<file path="config.mk">
export PLATFORM = sky130hd
export DESIGN_NAME = evt_timer
export DESIGN_NICKNAME = d
export VERILOG_FILES = /design/src/rtl/evt_timer_pkg.sv /design/src/rtl/evt_timer_regs.sv /design/src/rtl/evt_timer_counter.sv /design/src/rtl/evt_timer_irq.sv /design/src/rtl/evt_timer.sv
export SDC_FILE = /design/constraint.sdc
export NUM_CORES = 1
export LEC_CHECK = 0
export BUFFER_PORTS_ARGS = -buffer_cell sky130_fd_sc_hd__buf_2
export CAP_MARGIN = 20
export CORE_MARGIN = 2
export CORE_UTILIZATION = 45
export DETAILED_ROUTE_END_ITERATION = 16
export GPL_ROUTABILITY_DRIVEN = 1
export GPL_TIMING_DRIVEN = 0
export PLACE_DENSITY = 0.65
export SYNTH_ARGS = -nofsm -noshare
export SYNTH_HDL_FRONTEND = slang
export SYNTH_SLANG_ARGS = --single-unit
</file>
<file path="constraint.sdc">
create_clock -name clk_i -period 4.8 [get_ports clk_i]
set_input_delay 0.96 -clock clk_i [delete_from_list [all_inputs] [get_ports clk_i]]
set_output_delay 0.96 -clock clk_i [all_outputs]
set_load 0.02 [all_outputs]
</file>
<file path="src/rtl/evt_timer_pkg.sv">
package evt_timer_pkg;

   // register select, taken from byte address bits [4:2]
   typedef enum logic [2:0] {
      SEL_LOAD_LO = 3'd0,
      SEL_LOAD_HI = 3'd1,
      SEL_VAL_LO  = 3'd2,
      SEL_VAL_HI  = 3'd3,
      SEL_CTRL    = 3'd4,
      SEL_INT     = 3'd5,
      SEL_SHD_LO  = 3'd6,
      SEL_SHD_HI  = 3'd7
   } reg_sel_e;

   // control word bit positions
   localparam int CTL_PERIODIC = 0;
   localparam int CTL_ENABLE   = 1;
   localparam int CTL_WIDE     = 16;

   // interrupt word bit positions
   localparam int INT_EN  = 0;
   localparam int INT_RAW = 1;
   localparam int INT_MSK = 2;
   localparam int INT_CLR = 3;

   localparam int ADDR_W = 5;

endpackage

</file>
<file path="src/rtl/evt_timer_regs.sv">
module evt_timer_regs
   import evt_timer_pkg::*;
#(
   parameter int WORD_W  = 32,
   parameter int WIDE_EN = 1
) (
   input  logic                  clk_i,
   input  logic                  rst_ni,
   input  logic                  wr_i,
   input  logic                  rd_i,
   input  logic [ADDR_W-1:0]     addr_i,
   input  logic [WORD_W-1:0]     wdata_i,
   input  logic [2*WORD_W-1:0]   cnt_i,
   input  logic                  raw_i,
   input  logic                  ie_i,
   output logic [WORD_W-1:0]     rdata_o,
   output logic [WORD_W-1:0]     load_lo_o,
   output logic [WORD_W-1:0]     load_hi_o,
   output logic                  run_o,
   output logic                  per_o,
   output logic                  wide_o,
   output logic                  load_now_o,
   output logic                  load_wide_o,
   output logic                  int_wr_o
);

   localparam logic WIDE_OK = (WIDE_EN != 0);

   reg_sel_e          sel;
   logic              hit;
   logic              wr_hit, rd_hit;
   logic [WORD_W-1:0] load_lo_q, load_hi_q, shd_hi_q, rdata_q, rd_val;
   logic              run_q, per_q, wide_q;

   assign sel    = reg_sel_e'(addr_i[4:2]);
   assign hit    = (addr_i[1:0] == 2'b00);
   assign wr_hit = wr_i & hit;
   assign rd_hit = rd_i & hit;

   always_ff @(posedge clk_i or negedge rst_ni) begin
      if (!rst_ni) begin
         load_lo_q <= '0;
         load_hi_q <= '0;
         run_q     <= 1'b0;
         per_q     <= 1'b0;
         wide_q    <= 1'b0;
      end else if (wr_hit) begin
         case (sel)
            SEL_LOAD_LO: load_lo_q <= wdata_i;
            SEL_LOAD_HI: load_hi_q <= wdata_i;
            SEL_CTRL: begin
               per_q  <= wdata_i[CTL_PERIODIC];
               run_q  <= wdata_i[CTL_ENABLE];
               wide_q <= WIDE_OK & wdata_i[CTL_WIDE];
            end
            default: ;
         endcase
      end
   end

   always_comb begin
      rd_val = '0;
      case (sel)
         SEL_LOAD_LO: rd_val = load_lo_q;
         SEL_LOAD_HI: rd_val = load_hi_q;
         SEL_VAL_LO:  rd_val = cnt_i[WORD_W-1:0];
         SEL_VAL_HI:  rd_val = cnt_i[2*WORD_W-1:WORD_W];
         SEL_CTRL: begin
            rd_val[CTL_PERIODIC] = per_q;
            rd_val[CTL_ENABLE]   = run_q;
            rd_val[CTL_WIDE]     = wide_q;
         end
         SEL_INT: begin
            rd_val[INT_EN]  = ie_i;
            rd_val[INT_RAW] = raw_i;
            rd_val[INT_MSK] = raw_i & ie_i;
         end
         SEL_SHD_LO:  rd_val = cnt_i[WORD_W-1:0];
         SEL_SHD_HI:  rd_val = shd_hi_q;
         default:     rd_val = '0;
      endcase
   end

   always_ff @(posedge clk_i or negedge rst_ni) begin
      if (!rst_ni) begin
         rdata_q  <= '0;
         shd_hi_q <= '0;
      end else if (rd_i) begin
         rdata_q <= rd_hit ? rd_val : '0;
         if (rd_hit && sel == SEL_SHD_LO)
            shd_hi_q <= cnt_i[2*WORD_W-1:WORD_W];
      end
   end

   assign rdata_o     = rdata_q;
   assign load_lo_o   = load_lo_q;
   assign load_hi_o   = load_hi_q;
   assign run_o       = run_q;
   assign per_o       = per_q;
   assign wide_o      = wide_q;
   assign load_now_o  = wr_hit && sel == SEL_CTRL && wdata_i[CTL_ENABLE] && !run_q;
   assign load_wide_o = WIDE_OK & wdata_i[CTL_WIDE];
   assign int_wr_o    = wr_hit && sel == SEL_INT;

endmodule

</file>
<file path="src/rtl/evt_timer_counter.sv">
module evt_timer_counter #(
   parameter int WORD_W  = 32,
   parameter int WIDE_EN = 1
) (
   input  logic                  clk_i,
   input  logic                  rst_ni,
   input  logic                  load_now_i,
   input  logic                  load_wide_i,
   input  logic                  run_i,
   input  logic                  per_i,
   input  logic                  wide_i,
   input  logic [WORD_W-1:0]     load_lo_i,
   input  logic [WORD_W-1:0]     load_hi_i,
   output logic [2*WORD_W-1:0]   cnt_o,
   output logic                  expire_o
);

   localparam int              CW    = (WIDE_EN != 0) ? 2*WORD_W : WORD_W;
   localparam logic [CW-1:0]   C_ONE = CW'(1);

   logic [CW-1:0] c_q, ld_new, ld_rel;

   generate
      if (WIDE_EN != 0) begin : g_wide
         assign ld_new = load_wide_i ? {load_hi_i, load_lo_i} : {{WORD_W{1'b0}}, load_lo_i};
         assign ld_rel = wide_i      ? {load_hi_i, load_lo_i} : {{WORD_W{1'b0}}, load_lo_i};
         assign cnt_o  = c_q;
      end else begin : g_narrow
         assign ld_new = load_lo_i;
         assign ld_rel = load_lo_i;
         assign cnt_o  = {{WORD_W{1'b0}}, c_q};
      end
   endgenerate

   always_ff @(posedge clk_i or negedge rst_ni) begin
      if (!rst_ni) begin
         c_q <= '0;
      end else if (load_now_i) begin
         c_q <= ld_new;
      end else if (run_i) begin
         if (c_q == '0) begin
            if (per_i) c_q <= ld_rel;
         end else begin
            c_q <= c_q - C_ONE;
         end
      end
   end

   // the count reaches zero at the coming edge
   assign expire_o = run_i && !load_now_i && (c_q == C_ONE);

endmodule

</file>
<file path="src/rtl/evt_timer_irq.sv">
module evt_timer_irq (
   input  logic clk_i,
   input  logic rst_ni,
   input  logic int_wr_i,
   input  logic en_bit_i,
   input  logic clr_bit_i,
   input  logic expire_i,
   output logic clr_o,
   output logic raw_o,
   output logic ie_o,
   output logic irq_o
);

   logic raw_q, ie_q;

   assign clr_o = int_wr_i & clr_bit_i;

   always_ff @(posedge clk_i or negedge rst_ni) begin
      if (!rst_ni) begin
         ie_q  <= 1'b0;
         raw_q <= 1'b0;
      end else begin
         if (int_wr_i) ie_q <= en_bit_i;
         if (expire_i)   raw_q <= 1'b1;
         else if (clr_o) raw_q <= 1'b0;
      end
   end

   assign raw_o = raw_q;
   assign ie_o  = ie_q;
   assign irq_o = raw_q & ie_q;

endmodule

</file>
<file path="src/rtl/evt_timer.sv">
module evt_timer
   import evt_timer_pkg::*;
#(
   parameter int WORD_W  = 32,
   parameter int WIDE_EN = 1
) (
   input  logic              clk_i,
   input  logic              rst_ni,
   input  logic              wr_i,
   input  logic              rd_i,
   input  logic [4:0]        addr_i,
   input  logic [WORD_W-1:0] wdata_i,
   output logic [WORD_W-1:0] rdata_o,
   output logic              irq_o
);

   generate
      if (WORD_W < CTL_WIDE + 1) begin : g_bad_word
         $error("evt_timer: WORD_W must hold control bit 16");
      end
      if (WIDE_EN != 0 && WIDE_EN != 1) begin : g_bad_wide
         $error("evt_timer: WIDE_EN must be 0 or 1");
      end
   endgenerate

   logic [2*WORD_W-1:0] cnt_w;
   logic [WORD_W-1:0]   load_lo_w, load_hi_w;
   logic run_w, per_w, wide_w, load_now_w, load_wide_w, int_wr_w;
   logic expire_w, clr_w, raw_w, ie_w;

   evt_timer_regs #(.WORD_W(WORD_W), .WIDE_EN(WIDE_EN)) i_regs (
      .clk_i       (clk_i),
      .rst_ni      (rst_ni),
      .wr_i        (wr_i),
      .rd_i        (rd_i),
      .addr_i      (addr_i),
      .wdata_i     (wdata_i),
      .cnt_i       (cnt_w),
      .raw_i       (raw_w),
      .ie_i        (ie_w),
      .rdata_o     (rdata_o),
      .load_lo_o   (load_lo_w),
      .load_hi_o   (load_hi_w),
      .run_o       (run_w),
      .per_o       (per_w),
      .wide_o      (wide_w),
      .load_now_o  (load_now_w),
      .load_wide_o (load_wide_w),
      .int_wr_o    (int_wr_w)
   );

   evt_timer_counter #(.WORD_W(WORD_W), .WIDE_EN(WIDE_EN)) i_counter (
      .clk_i       (clk_i),
      .rst_ni      (rst_ni),
      .load_now_i  (load_now_w),
      .load_wide_i (load_wide_w),
      .run_i       (run_w),
      .per_i       (per_w),
      .wide_i      (wide_w),
      .load_lo_i   (load_lo_w),
      .load_hi_i   (load_hi_w),
      .cnt_o       (cnt_w),
      .expire_o    (expire_w)
   );

   evt_timer_irq i_irq (
      .clk_i     (clk_i),
      .rst_ni    (rst_ni),
      .int_wr_i  (int_wr_w),
      .en_bit_i  (wdata_i[INT_EN]),
      .clr_bit_i (wdata_i[INT_CLR]),
      .expire_i  (expire_w),
      .clr_o     (clr_w),
      .raw_o     (raw_w),
      .ie_o      (ie_w),
      .irq_o     (irq_o)
   );

endmodule

</file>
* Yosys cells after proc, flatten, opt, wreduce, memory -nomap -nowiden
Index checks and enable logic that the tools add are counted.
Storage, ports and cells: register bits after elaboration 197, input port bits 41, output and inout port bits 33, word-level logic and storage cells 58
Cells by class: add/subtract/negate cells 1, eq/ne operators 9, multiplexer cells 14, bitwise logic cells 4, reductions and logical operators 20
Operator list (number):
- 64-bit 2-to-1 mux | 6
- 15-bit case mux with 5 select lines | 1
- 13-bit case mux with 5 select lines | 1
- 64-bit by 1-bit == test with 1-bit output, second input constant | 1
- 64-bit zero test | 1
- 64-bit by 1-bit subtractor with 64-bit output, second input constant | 1
- 32-bit 2-to-1 mux | 1
- 2-bit case mux with 7 select lines | 1
- 3-bit == test, second input constant | 4
- 1-bit case mux with 6 select lines | 2
- 2-bit AND reduction | 5
- 1-bit logical AND | 7
- 3-bit by 2-bit == test with 1-bit output, second input constant | 2
- 1-bit bitwise AND | 4
- 2-bit nonzero test | 2
- 3-bit by 1-bit == test with 1-bit output, second input constant | 1
- 3-bit zero test | 1
- 3-bit by 2-bit != test with 1-bit output, second input constant | 1
- 1-bit zero test | 2
- 2-bit zero test | 1
- 1-bit 2-to-1 mux | 2
- 2-bit OR reduction | 1

* Longest topological paths before layout
depth after elaboration 9, depth in mapped cells 10, depth with buffers taken out 8

* Cells and area by module
Synthesis repeated with hierarchy kept, for this count alone.
Second synthesis, totals: cells, all modules 1025, area total of the unflattened synthesis 11009.3 µm²
Modules (own cells, without submodules):
- evt_timer_regs | instances 1, cells each 470, area each 6369.9 µm², seq. area each 3278.1 µm²
- evt_timer_counter | instances 1, cells each 548, area each 4553.1 µm², seq. area each 1601.5 µm²
- evt_timer_irq | instances 1, cells each 7, area each 86.3 µm², seq. area each 50.0 µm²

* Worst setup path after synthesis
OpenSTA, ideal clock, no wires.
path type input -> register, from in addr_i[2], to reg i_counter.c_q[5], in the netlist i_counter.cnt_o[5], setup time 0.144 ns, arrival 3.016 ns, required time 4.656 ns, slack 1.640 ns, cell stages on the path 9, cell sequence clkbuf_1 or2_2 clkbuf_1 nor3_2 nor2_1 a21oi_1 clkbuf_1 clkbuf_1 a22oi_1
On the way: word-level cells in the longest chain between the ends 6
RTL lines:
- start, declared | line evt_timer.sv:11 | input logic [4:0] addr_i,
- 3-bit == test (*) | line evt_timer_regs.sv:101 | assign load_now_o = wr_hit && sel == SEL_CTRL && wdata_i[CTL_ENABLE] && !run_q;
- 1-bit logical AND (*) (3 in a row) | line evt_timer_regs.sv:101
- 3-bit by 2-bit != test with 1-bit output (no line) or 2-bit nonzero test (tied branches)
- 2-bit AND reduction (no line)
- end signal, assigned | line evt_timer_counter.sv:39 | c_q <= ld_new;
- end signal, assigned | line evt_timer_counter.sv:42 | if (per_i) c_q <= ld_rel;
- end signal, assigned | line evt_timer_counter.sv:44 | c_q <= c_q - C_ONE;
- end, declared | line evt_timer_counter.sv:21 | logic [CW-1:0] c_q, ld_new, ld_rel;
Every way passes the cells marked *; elsewhere a longest branch is shown, timed or not. A chain may end at the register's enable or synchronous reset.

* Worst setup path after layout
from in addr_i[2], to reg i_counter.c_q[6], in the netlist i_counter.cnt_o[6]
The elaborated chain is that of the path after synthesis.

==> metrics.txt <==
first-pass GRT wire length about 61 mm; cells after synthesis 1,083; Synth Flop Type dfrtp_1; cell area after placement approximately 12,000 um^2; # hold bufs at CTS 0; Reg-to-Reg Start i_counter.cnt_o[24]; Vias/cell roughly 6.7; most common cell after layout, fill and taps aside dfrtp_1; Critical Path Start addr_i[2]; H-tree Lvls 4; status complete, no violations; DRT iter0 DRCs 1,219; Initial Util 45.7%; largest net degree at the start of global routing 115; worst vdd ir 211 uV; # diodes 0; final net count 1,221; Clock Latency Late Sink 450 ps; vias in the first global route ~9,500; initial antenna violation count 2; crit path DAT 4910 ps; RePlAce Congestion 1.04; Worst-path clk slew approximately 70 ps; sequential cell area fraction in the yosys report 45.9%; routed vias 10,100; Synth Register Bits 197; # clock sinks 197; number of remaining DRC errors 0; Slew HR ~18%; Clock Path Buffers 2; final setup vio count 0; Rows 56; Crit Path Max Fanout 10; IO Pins 74; post-DR wirelength/cell approximately 28 um; Worst-Margin Slew 1230 ps; area growth from synthesis to layout 13.4%; Mapped Area 10,700 um^2; power per cell area 354 nW/um^2; ratio of cells with drive above 1 in the final layout approximately a fifth; core area 23,500 um^2; Post-Syn Nets ~1,100; Leak Pwr 5.21 nW; Num CTS Buffers 17; CP required 5060 ps; commonest non-fill, non-tap cells in the layout 197 x dfrtp_1, 98 x mux2_2, 90 x o21ai_0; crit path time final 4650 ps; placed cells 1,477; RSZ-0062 raised after global routing no; Final Instance Area 12,200 um^2; dpl hpwl 30.1 mm; Avg Cell Area, Syn 9.91 um^2; critical path endpoint category flip-flop; GRT overflow 0; CP Class in2reg; EDFF count, synth 0; Routed Antenna Nets 0; die height 158 um; Slew Limit Fails 0; fin crit share around 97%; Final Hold Viols 0; CTS tree built; maxcap violations 0; cts repair resizes 0; Routed WL between 40 and 50 mm; Root Driver clkbuf_16; synth unique cells 62; FFs w/ async S/R, synth between 90% and 100%; clk_skew 9.19 ps; highest clock rate 215 MHz; Final Non-Filler Cells around 1,500; port bufs roughly 70; GRT Util Overall 33.9%; synth warn 0; hold crit path type in2async; die footprint 25,100 um^2; R2R Setup Slk 220 ps; Die W 158 um; Critical Path Start Type input port; post-CTS setup buffers 0; first drt pass iteration count 6; Tot Pwr 4.30 mW
## worst max-delay path: stages
cell and delay [ps]:
clkbuf_1 300, or2_2 380, clkbuf_1 160, nor3_2 590
nor2_1 140, a21oi_1 660, clkbuf_1 630, clkbuf_1 850
a22oi_1 230
## power by group
part / total [mW] / switching, mW / internal [mW]
Sequential: 2.06 / 0.227 / 1.83
Clock: 1.53 / 0.710 / 0.821
Combinational: 0.716 / 0.452 / 0.264
Total: 4.30 / 1.39 / 2.92
## cells in the mapped netlist (8+ instances only)
library cell | instances | share of area, %
dfrtp_1 | 197 | 46
mux2_2 | 98 | 10
o21ai_0 | 90 | 4.2
nand2_1 | 73 | 2.6
clkbuf_1 | 63 | 2.2
inv_1 | 63 | 2.2
nor3_1 | 50 | 2.3
nor2_1 | 47 | 1.6
mux2i_1 | 46 | 4.3
a22oi_1 | 39 | 2.7
o22ai_1 | 37 | 2.2
nor4_1 | 34 | 2.0
o2bb2ai_1 | 28 | 2.3
a21oi_1 | 25 | 1.2
a221oi_1 | 20 | 1.6
nand3_1 | 17 | 0.79
or3_1 | 14 | 0.82
a32oi_1 | 13 | 1.1
a22o_1 | 11 | 0.90
nand4_1 | 11 | 0.64
buf_1 | 10 | 0.35
a211oi_1 | 8 | 0.56
o32ai_1 | 8 | 0.65
or4_1 | 8 | 0.56
## per-stage QoR
| step | TNS (ps) | hold slack (ps) | worst slack [ps] | utilization, % |
|---|---|---|---|---|
| 6_report | 0 | 483 | 154 | 51.9 |
| 5_1_grt | 0 | 521 | 105 | 51.9 |
| 3_5_place_dp | -269 | 470 | -97.7 | 49.2 |
| 3_3_place_gp | -131410 | 463 | -686 | 48.9 |
| 4_1_cts | 0 | 486 | 324 | 51.8 |
| 2_1_floorplan | 0 | 445 | 1640 | - |
## layer usage
metal / vias to the layer above / part of all wire [%] / GRT usage [%]
met4: 0 / 5.4 / 18.0
met5: - / 0 / 0
met2: 624 / 45 / 52.3
met3: 146 / 9.6 / 7.00
met1: 5012 / 40 / 44.9
li1: 4272 / - / -
## kinds of logic after synthesis
| group | Yosys count | synth area share [%] |
|---|---|---|
| and+or+nand+nor | 284 | 13.7 |
| adders and majority gates | 2 | 0.233 |
| muxes | 146 | 15.0 |
| buffers and inverters | 143 | 5.12 |
| AOI/OAI and AO/OA | 311 | 20.1 |
| DFF | 197 | 45.9 |
## cell type report
type / instances / area, um^2
fillers: 2217 / 11300
multi-input cells: 743 / 5260
plain buffers: 79 / 309
clock inverters: 12 / 143
clock buffers: 20 / 467
inverters: 64 / 240
flip-flops and latches: 197 / 4930
repair buffers: 76 / 422
well taps: 319 / 399
## state kept, by name, summed over array words and instances (netlist names)
register,flops
i_counter.cnt_o,64
i_irq.ie_o,1
i_irq.raw_o,1
i_regs.load_hi_o,32
i_regs.load_lo_o,32
i_regs.per_o,1
i_regs.rdata_o,32
i_regs.run_o,1
i_regs.shd_hi_q,32
i_regs.wide_o,1
## path summary, 6_finish.rpt
kind / depth (start not counted) / endpoint
worst max-delay path: 9 / i_counter.cnt_o[6]
worst min-delay path: 1 / i_regs.load_hi_o[2]
worst max register to register: 9 / i_counter.cnt_o[12]
worst min register to register: 2 / i_regs.shd_hi_q[11]
max in group asynchronous: 2 / i_counter.cnt_o[60]
min in group clk_i: 2 / i_regs.shd_hi_q[11]
No activity file was read; power rests on OpenSTA's default activity.
